File: config.mk
export PLATFORM = sky130hd
export DESIGN_NAME = seg_relocator
export DESIGN_NICKNAME = d
export VERILOG_FILES = /design/src/rtl/seg_reloc_pkg.sv /design/src/rtl/seg_cfg_bank.sv /design/src/rtl/seg_xlate.sv /design/src/rtl/seg_relocator.sv
export SDC_FILE = /design/constraint.sdc
export NUM_CORES = 1
export LEC_CHECK = 0
export BUFFER_PORTS_ARGS = -buffer_cell sky130_fd_sc_hd__clkbuf_2
export CAP_MARGIN = 20
export CORE_UTILIZATION = 40
export DETAILED_ROUTE_END_ITERATION = 10
export GPL_ROUTABILITY_DRIVEN = 0
export GPL_TIMING_DRIVEN = 0
export PLACE_DENSITY_LB_ADDON = 0.25
export SLEW_MARGIN = 10
export SYNTH_ARGS = -nofsm -noshare
export SYNTH_HDL_FRONTEND = slang
export SYNTH_HIERARCHICAL = 1
export SYNTH_SLANG_ARGS = --single-unit
File: constraint.sdc
create_clock -name clk -period 9.25 [get_ports clk]
set_input_delay 1.85 -clock clk [delete_from_list [all_inputs] [get_ports clk]]
set_output_delay 1.85 -clock clk [all_outputs]
set_load 0.01 [all_outputs]
File: src/rtl/seg_reloc_pkg.sv
package seg_reloc_pkg;
  typedef enum logic [1:0] {
    CAUSE_NONE = 2'b00,
    CAUSE_LEN  = 2'b01,
    CAUSE_WP   = 2'b10
  } fault_cause_e;

  localparam int unsigned NUM_SEGS = 2;
  localparam logic SEG_LOW  = 1'b0;
  localparam logic SEG_HIGH = 1'b1;
endpackage

File: src/rtl/seg_cfg_bank.sv
module seg_cfg_bank
  import seg_reloc_pkg::*;
#(
  parameter int unsigned PA_W  = 20,
  parameter int unsigned LEN_W = 16
) (
  input  logic                            clk,
  input  logic                            rst_n,
  input  logic                            user_mode,
  input  logic                            cfg_we,
  input  logic                            cfg_sel,
  input  logic [PA_W-1:0]                 cfg_base,
  input  logic [LEN_W-1:0]                cfg_len,
  input  logic                            cfg_ro,
  output logic [NUM_SEGS-1:0][PA_W-1:0]   base_o,
  output logic [NUM_SEGS-1:0][LEN_W-1:0]  len_o,
  output logic [NUM_SEGS-1:0]             ro_o,
  output logic                            cfg_denied
);
  // Named events for the assertions below.
  logic write_granted;
  logic write_refused;
  logic denied_q;

  assign write_granted = cfg_we && !user_mode;
  assign write_refused = cfg_we && user_mode;

  for (genvar g = 0; g < NUM_SEGS; g++) begin : g_seg
    logic             hit;
    logic [PA_W-1:0]  base_r;
    logic [LEN_W-1:0] len_r;
    logic             ro_r;

    assign hit = write_granted && (cfg_sel == 1'(g));

    always_ff @(posedge clk) begin
      if (!rst_n) begin
        base_r <= '0;
        len_r  <= '0;
        ro_r   <= 1'b0;
      end else if (hit) begin
        base_r <= cfg_base;
        len_r  <= cfg_len;
        ro_r   <= cfg_ro;
      end
    end

    assign base_o[g] = base_r;
    assign len_o[g]  = len_r;
    assign ro_o[g]   = ro_r;
  end

  always_ff @(posedge clk) begin
    if (!rst_n) denied_q <= 1'b0;
    else        denied_q <= write_refused;
  end
  assign cfg_denied = denied_q;

  // a refused write leaves every segment setting untouched
  p_user_cfg_ignored_r9: assert property (@(posedge clk) disable iff (!rst_n)
    write_refused |=> ($stable(base_o) && $stable(len_o) && $stable(ro_o)));

  // a refused write is reported in the following cycle
  p_user_cfg_flagged_r9: assert property (@(posedge clk) disable iff (!rst_n)
    write_refused |=> cfg_denied);

  // a granted write is visible in the next cycle
  p_cfg_lands_r11: assert property (@(posedge clk) disable iff (!rst_n)
    (write_granted && !cfg_sel) |=> (len_o[0] == $past(cfg_len)));
endmodule

File: src/rtl/seg_xlate.sv
module seg_xlate
  import seg_reloc_pkg::*;
#(
  parameter int unsigned VA_W = 16,
  parameter int unsigned PA_W = 20,
  localparam int unsigned OFF_W = VA_W - 1,
  localparam int unsigned LEN_W = VA_W
) (
  input  logic                            clk,
  input  logic                            rst_n,
  input  logic                            user_mode,
  input  logic [VA_W-1:0]                 vaddr,
  input  logic                            is_write,
  input  logic [NUM_SEGS-1:0][PA_W-1:0]   base_i,
  input  logic [NUM_SEGS-1:0][LEN_W-1:0]  len_i,
  input  logic [NUM_SEGS-1:0]             ro_i,
  output logic [PA_W-1:0]                 paddr,
  output fault_cause_e                    cause
);
  // Relocation with carry out: bit PA_W set means the sum left the space.
  function automatic logic [PA_W:0] reloc_sum(input logic [PA_W-1:0] base,
                                              input logic [OFF_W-1:0] off);
    return {1'b0, base} + (PA_W+1)'(off);
  endfunction

  function automatic logic below_len(input logic [OFF_W-1:0] off,
                                     input logic [LEN_W-1:0] len);
    return LEN_W'(off) < len;
  endfunction

  logic             seg_sel;
  logic [OFF_W-1:0] offset;
  logic [PA_W:0]    sum;
  logic             len_viol;
  logic             ovf_viol;
  logic             wp_viol;

  assign seg_sel  = vaddr[VA_W-1];
  assign offset   = vaddr[OFF_W-1:0];
  assign sum      = reloc_sum(base_i[seg_sel], offset);
  assign len_viol = !below_len(offset, len_i[seg_sel]);
  assign ovf_viol = sum[PA_W];
  assign wp_viol  = is_write && ro_i[seg_sel];

  always_comb begin
    if (!user_mode) begin
      paddr = PA_W'(vaddr);
      cause = CAUSE_NONE;
    end else begin
      paddr = sum[PA_W-1:0];
      if (len_viol || ovf_viol) cause = CAUSE_LEN;
      else if (wp_viol)         cause = CAUSE_WP;
      else                      cause = CAUSE_NONE;
    end
  end

  // a length problem always outranks a protection problem
  p_len_priority_r6: assert property (@(posedge clk) disable iff (!rst_n)
    (user_mode && wp_viol && len_viol) |-> (cause == CAUSE_LEN));

  // supervisor mode never reports a fault
  p_super_no_fault_r1: assert property (@(posedge clk) disable iff (!rst_n)
    !user_mode |-> (cause == CAUSE_NONE));
endmodule

File: src/rtl/seg_relocator.sv
module seg_relocator
  import seg_reloc_pkg::*;
#(
  parameter int unsigned VA_W = 16,
  parameter int unsigned PA_W = 20
) (
  input  logic            clk,
  input  logic            rst_n,
  input  logic            user_mode,
  input  logic            req_valid,
  input  logic [VA_W-1:0] req_addr,
  input  logic            req_write,
  input  logic            cfg_we,
  input  logic            cfg_sel,
  input  logic [PA_W-1:0] cfg_base,
  input  logic [VA_W-1:0] cfg_len,
  input  logic            cfg_ro,
  output logic            mem_valid,
  output logic [PA_W-1:0] mem_addr,
  output logic            mem_write,
  output logic            fault,
  output logic [1:0]      fault_cause,
  output logic            cfg_denied
);
  localparam int unsigned LEN_W = VA_W;

  logic [NUM_SEGS-1:0][PA_W-1:0]  seg_base;
  logic [NUM_SEGS-1:0][LEN_W-1:0] seg_len;
  logic [NUM_SEGS-1:0]            seg_ro;
  logic [PA_W-1:0]                xl_addr;
  fault_cause_e                   xl_cause;
  logic                           accept_ok;
  logic                           accept_bad;

  seg_cfg_bank #(.PA_W(PA_W), .LEN_W(LEN_W)) u_cfg (
    .clk        (clk),
    .rst_n      (rst_n),
    .user_mode  (user_mode),
    .cfg_we     (cfg_we),
    .cfg_sel    (cfg_sel),
    .cfg_base   (cfg_base),
    .cfg_len    (cfg_len),
    .cfg_ro     (cfg_ro),
    .base_o     (seg_base),
    .len_o      (seg_len),
    .ro_o       (seg_ro),
    .cfg_denied (cfg_denied)
  );

  seg_xlate #(.VA_W(VA_W), .PA_W(PA_W)) u_xlate (
    .clk       (clk),
    .rst_n     (rst_n),
    .user_mode (user_mode),
    .vaddr     (req_addr),
    .is_write  (req_write),
    .base_i    (seg_base),
    .len_i     (seg_len),
    .ro_i      (seg_ro),
    .paddr     (xl_addr),
    .cause     (xl_cause)
  );

  assign accept_ok  = req_valid && (xl_cause == CAUSE_NONE);
  assign accept_bad = req_valid && (xl_cause != CAUSE_NONE);

  always_ff @(posedge clk) begin
    if (!rst_n) begin
      mem_valid   <= 1'b0;
      mem_addr    <= '0;
      mem_write   <= 1'b0;
      fault       <= 1'b0;
      fault_cause <= CAUSE_NONE;
    end else begin
      mem_valid   <= accept_ok;
      mem_addr    <= accept_ok ? xl_addr : '0;
      mem_write   <= accept_ok && req_write;
      fault       <= accept_bad;
      fault_cause <= accept_bad ? xl_cause : CAUSE_NONE;
    end
  end

  // a faulting access never reaches memory
  p_no_mem_on_fault_r4: assert property (@(posedge clk) disable iff (!rst_n)
    !(mem_valid && fault));

  // every request gets exactly one response one cycle later
  p_one_cycle_r8: assert property (@(posedge clk) disable iff (!rst_n)
    req_valid |=> (mem_valid ^ fault));

  // no request, no response
  p_idle_quiet_r8: assert property (@(posedge clk) disable iff (!rst_n)
    !req_valid |=> (!mem_valid && !fault && fault_cause == 2'b00));

  // supervisor requests pass through unchanged
  p_super_pass_r1: assert property (@(posedge clk) disable iff (!rst_n)
    (req_valid && !user_mode) |=> (mem_valid && mem_addr == PA_W'($past(req_addr))));

  // a reported cause is a single known code
  p_cause_code_r6: assert property (@(posedge clk) disable iff (!rst_n)
    fault |-> ($countones(fault_cause) == 1));
endmodule

==> run_summary.xml <==
<?xml version="1.0" encoding="UTF-8"?>
<metrics>
  <group name="layout">
    <metric name="final_cell_count_no_fill" unit="">823</metric>
    <metric name="num_antenna_cells" unit="">0</metric>
    <metric name="drive_gt1_share" unit="%">26.3</metric>
    <metric name="area_growth_syn_to_layout" unit="%">17.4</metric>
    <metric name="final_design_area_no_fill" unit="sq um">6270</metric>
    <metric name="utilization_after_layout" unit="%">48.9</metric>
    <metric name="layout.nets" unit="">736</metric>
  </group>
  <group name="synth">
    <metric name="synth.top_cells.by_area" unit="">sky130_fd_sc_hd__dfxtp_1 37%, sky130_fd_sc_hd__mux2i_1 18%, sky130_fd_sc_hd__nand2_1 8.4%</metric>
    <metric name="yosys.cell_types.count" unit="">57</metric>
    <metric name="synth_flop_cell" unit="">sky130_fd_sc_hd__dfxtp_1</metric>
    <metric name="synth_top_area_share" unit="%">37.5</metric>
    <metric name="synthDominantAreaCellType" unit="">sky130_fd_sc_hd__dfxtp_1</metric>
    <metric name="post_synth_edffs" unit="">0</metric>
    <metric name="postSynth.asyncResetShare" unit="%">0</metric>
    <metric name="synth.most_common_cell" unit="">sky130_fd_sc_hd__nand2_1</metric>
    <metric name="count_of_warnings_emitted_by_yosys" unit="">6</metric>
    <metric name="ys_top_cells_by_count" unit="">119 x sky130_fd_sc_hd__nand2_1, 100 x sky130_fd_sc_hd__dfxtp_1, 96 x sky130_fd_sc_hd__mux2i_1</metric>
    <metric name="postSynthAreaPerCell" unit="sq um">9.71</metric>
    <metric name="mappedNetlistNets" unit="">640</metric>
    <metric name="post_synth_inst_count" unit="">550</metric>
    <metric name="synth-seq-cells" unit="">100</metric>
    <metric name="synth_area" unit="sq um">5340</metric>
    <metric name="portion_of_the_post_synthesis_area_used_by_sequential_elements" unit="%">37.5</metric>
  </group>
  <group name="place">
    <metric name="place_worst_setup_slack" unit="ns">3.40</metric>
    <metric name="cell_total_after_placement" unit="">807</metric>
    <metric name="dpl-instance-area" unit="sq um">5980</metric>
    <metric name="placement.io_buffers" unit="">85</metric>
    <metric name="detailedPlacementHpwl" unit="um">10200</metric>
  </group>
  <group name="sta">
    <metric name="finalSetupViolCount" unit="">0</metric>
    <metric name="report.final.hold_viol_count" unit="">0</metric>
    <metric name="max-slew-margin-rel" unit="%">47.7</metric>
    <metric name="holdWs" unit="ns">0.457</metric>
    <metric name="layout_min_cycle_time" unit="ns">5.55</metric>
    <metric name="fin_worst_skew" unit="ns">0.00765</metric>
    <metric name="final_period_utilization" unit="%">60.0</metric>
    <metric name="worst_slew_pin_slew" unit="ns">0.784</metric>
    <metric name="setup_total_negative_slack" unit="ns">0</metric>
    <metric name="timing.final.max_slew_violations" unit="">0</metric>
    <metric name="achievable-frequency" unit="MHz">180</metric>
    <metric name="rsz0062_at_grt" unit="">false</metric>
    <metric name="layout_setup_ws" unit="ns">3.70</metric>
  </group>
  <group name="setup_path">
    <metric name="crit_arrival" unit="ns">5.78</metric>
    <metric name="cp-start-kind" unit="">primary input</metric>
    <metric name="critical_path_class" unit="">primary input to register</metric>
    <metric name="critPathCaptureType" unit="">register</metric>
    <metric name="worstPathRequired" unit="ns">9.48</metric>
    <metric name="critical_path_peak_fanout" unit="">10</metric>
  </group>
  <group name="power_and_ir_drop">
    <metric name="power.switching_fraction" unit="%">25.5</metric>
    <metric name="switchingPower" unit="mW">0.244</metric>
    <metric name="comb_power_share" unit="%">15.1</metric>
    <metric name="cellLeakagePower" unit="nW">2.91</metric>
    <metric name="share_of_power_burned_in_the_clock_network" unit="%">37.8</metric>
    <metric name="internal_power_component" unit="mW">0.716</metric>
    <metric name="peakVddDrop" unit="uV">86.5</metric>
    <metric name="seq_power_share" unit="%">47.2</metric>
    <metric name="overall_power" unit="mW">0.961</metric>
    <metric name="pwr_density_cell" unit="nW/um^2">153</metric>
  </group>
  <group name="clock_network">
    <metric name="post_cts.resized_instances" unit="">0</metric>
    <metric name="worst_setup_hold_path_clk_slew" unit="ns">0.07</metric>
    <metric name="cts_root_buf" unit="">sky130_fd_sc_hd__clkbuf_16</metric>
    <metric name="post_cts.repair.setup_buffers" unit="">0</metric>
    <metric name="clkSinkCount" unit="">100</metric>
    <metric name="postCtsHoldBufs" unit="">0</metric>
    <metric name="cts_htree_levels" unit="">3</metric>
    <metric name="cts_buffer_depth" unit="">2</metric>
    <metric name="cts_tree" unit="">built</metric>
    <metric name="cts_buffer_count" unit="">9</metric>
    <metric name="clock_insertion_delay_worst_skew" unit="ns">0.35</metric>
  </group>
  <group name="detailed_routing">
    <metric name="antenna_violating_nets_post_route" unit="">0</metric>
    <metric name="wl" unit="um">13100</metric>
    <metric name="routed_wire_length_per_instance" unit="um">15.9</metric>
    <metric name="drt_drc_violations_left" unit="">0</metric>
    <metric name="drt_iter0_markers" unit="">202</metric>
    <metric name="drtPass1Iterations" unit="">4</metric>
    <metric name="dr_total_vias" unit="">4148</metric>
    <metric name="routed_via_density" unit="">5.04</metric>
  </group>
  <group name="global_routing">
    <metric name="grt_pass1_vias" unit="">4086</metric>
    <metric name="gr-total-overflow" unit="">0</metric>
    <metric name="first_pass_grt_wire_length" unit="um">21000</metric>
    <metric name="global_route.usage.total" unit="%">19.6</metric>
    <metric name="grt_start_max_net_pins" unit="">16</metric>
    <metric name="antenna_found_initial" unit="">0</metric>
  </group>
  <group name="status">
    <metric name="status" unit="">completed</metric>
  </group>
  <group name="flow_run">
    <metric name="maxCapViolations" unit="">0</metric>
  </group>
  <group name="floorplan">
    <metric name="die_w" unit="um">118</metric>
    <metric name="initial_core_util" unit="%">41.7</metric>
    <metric name="core_area" unit="sq um">12800</metric>
    <metric name="top_ports" unit="">86</metric>
    <metric name="placementRows" unit="">41</metric>
    <metric name="die_area" unit="sq um">13800</metric>
    <metric name="die_height" unit="um">118</metric>
  </group>
  <group name="worst_hold_path">
    <metric name="worstHoldPathType" unit="">register to register</metric>
  </group>
</metrics>
[critical path, cell delays in order]
cell and delay, ns:
sky130_fd_sc_hd__clkbuf_2 0.15, sky130_fd_sc_hd__buf_2 0.28, sky130_fd_sc_hd__buf_1 0.52, sky130_fd_sc_hd__mux2_2 0.45, sky130_fd_sc_hd__fa_1 0.47, sky130_fd_sc_hd__a211oi_1 0.29, sky130_fd_sc_hd__o21a_1 0.23, sky130_fd_sc_hd__a21oi_1 0.15
sky130_fd_sc_hd__o21ai_2 0.31, sky130_fd_sc_hd__o22ai_1 0.18, sky130_fd_sc_hd__nor3_1 0.32, sky130_fd_sc_hd__and4bb_4 0.27, sky130_fd_sc_hd__buf_6 0.14, sky130_fd_sc_hd__and2_1 0.17
[state kept, by name, summed over array words and instances (netlist names)]
signal and count:
u_cfg/g_seg.ro_r 2, u_cfg/g_seg.len_r 32, mem_write 1, mem_addr 20, u_cfg/cfg_denied 1, u_cfg/g_seg.base_r 40
fault 1, mem_valid 1, fault_cause 2
[layer usage]
layer / vias to the layer above / wire length (um) / track usage (%) / part of all wire, %
li1: 2114 / - / - / -
met1: 1937 / 6260 / 26.2 / 48
met2: 83 / 5950 / 30.8 / 46
met3: 14 / 630 / 4.75 / 4.8
met4: 0 / 223 / 6.89 / 1.7
met5: - / 0 / 0 / 0
[worst paths after layout]
path | start | to | slack (ns) | depth (start not counted)
max reg2reg | u_cfg/g_seg[0].base_r[0]$_SDFFE_PN0P_ | mem_addr[0]$_SDFF_PN0_ | 5.83 | 12
min reg2reg | u_cfg/g_seg[0].base_r[2]$_SDFFE_PN0P_ | u_cfg/g_seg[0].base_r[2]$_SDFFE_PN0P_ | 0.46 | 2
min | u_cfg/g_seg[0].base_r[2]$_SDFFE_PN0P_ | u_cfg/g_seg[0].base_r[2]$_SDFFE_PN0P_ | 0.46 | 2
max | req_addr[15] | mem_addr[0]$_SDFF_PN0_ | 3.70 | 14
[area by class of cell]
type | count | area, sq um
buffer | 33 | 280
fill | 1259 | 6550
clock inverter | 4 | 22.5
sequential | 100 | 2000
clock buffer | 12 | 267
inverter | 1 | 3.75
timing repair buffer | 85 | 425
tap | 172 | 215
multi-input combinational | 416 | 3060
[cells in the final DEF (no fill, tap or decap), drive strengths merged, types with 13 or more instances in the layout]
master and n:
dfxtp 100, and2 24, nor2 13, buf 27
ha 29, nand2 119, mux2i 96, a21oi 14
clkbuf 103, mux2 27
[kinds of logic after synthesis]
| group | after synthesis | share of synthesized area [%] |
|---|---|---|
| buffers and inverters | 34 | 5.32 |
| DFF | 100 | 37.5 |
| and+or+nand+nor | 192 | 16.9 |
| xor gates and xnor gates | 9 | 1.48 |
| muxes | 123 | 23.7 |
| AOI/OAI and AO/OA | 62 | 7.99 |
| adders and majority gates | 30 | 7.17 |
[power groups by stage]
stage	logic [mW]	registers (mW)	clock network [mW]
2_1_floorplan	0.0950	0.464	0
3_3_place_gp	0.141	0.462	0
3_5_place_dp	0.145	0.463	0
4_1_cts	0.146	0.453	0.376
5_1_grt	0.160	0.454	0.396
6_report	0.145	0.453	0.363
Power figures use the tool's default switching activity.
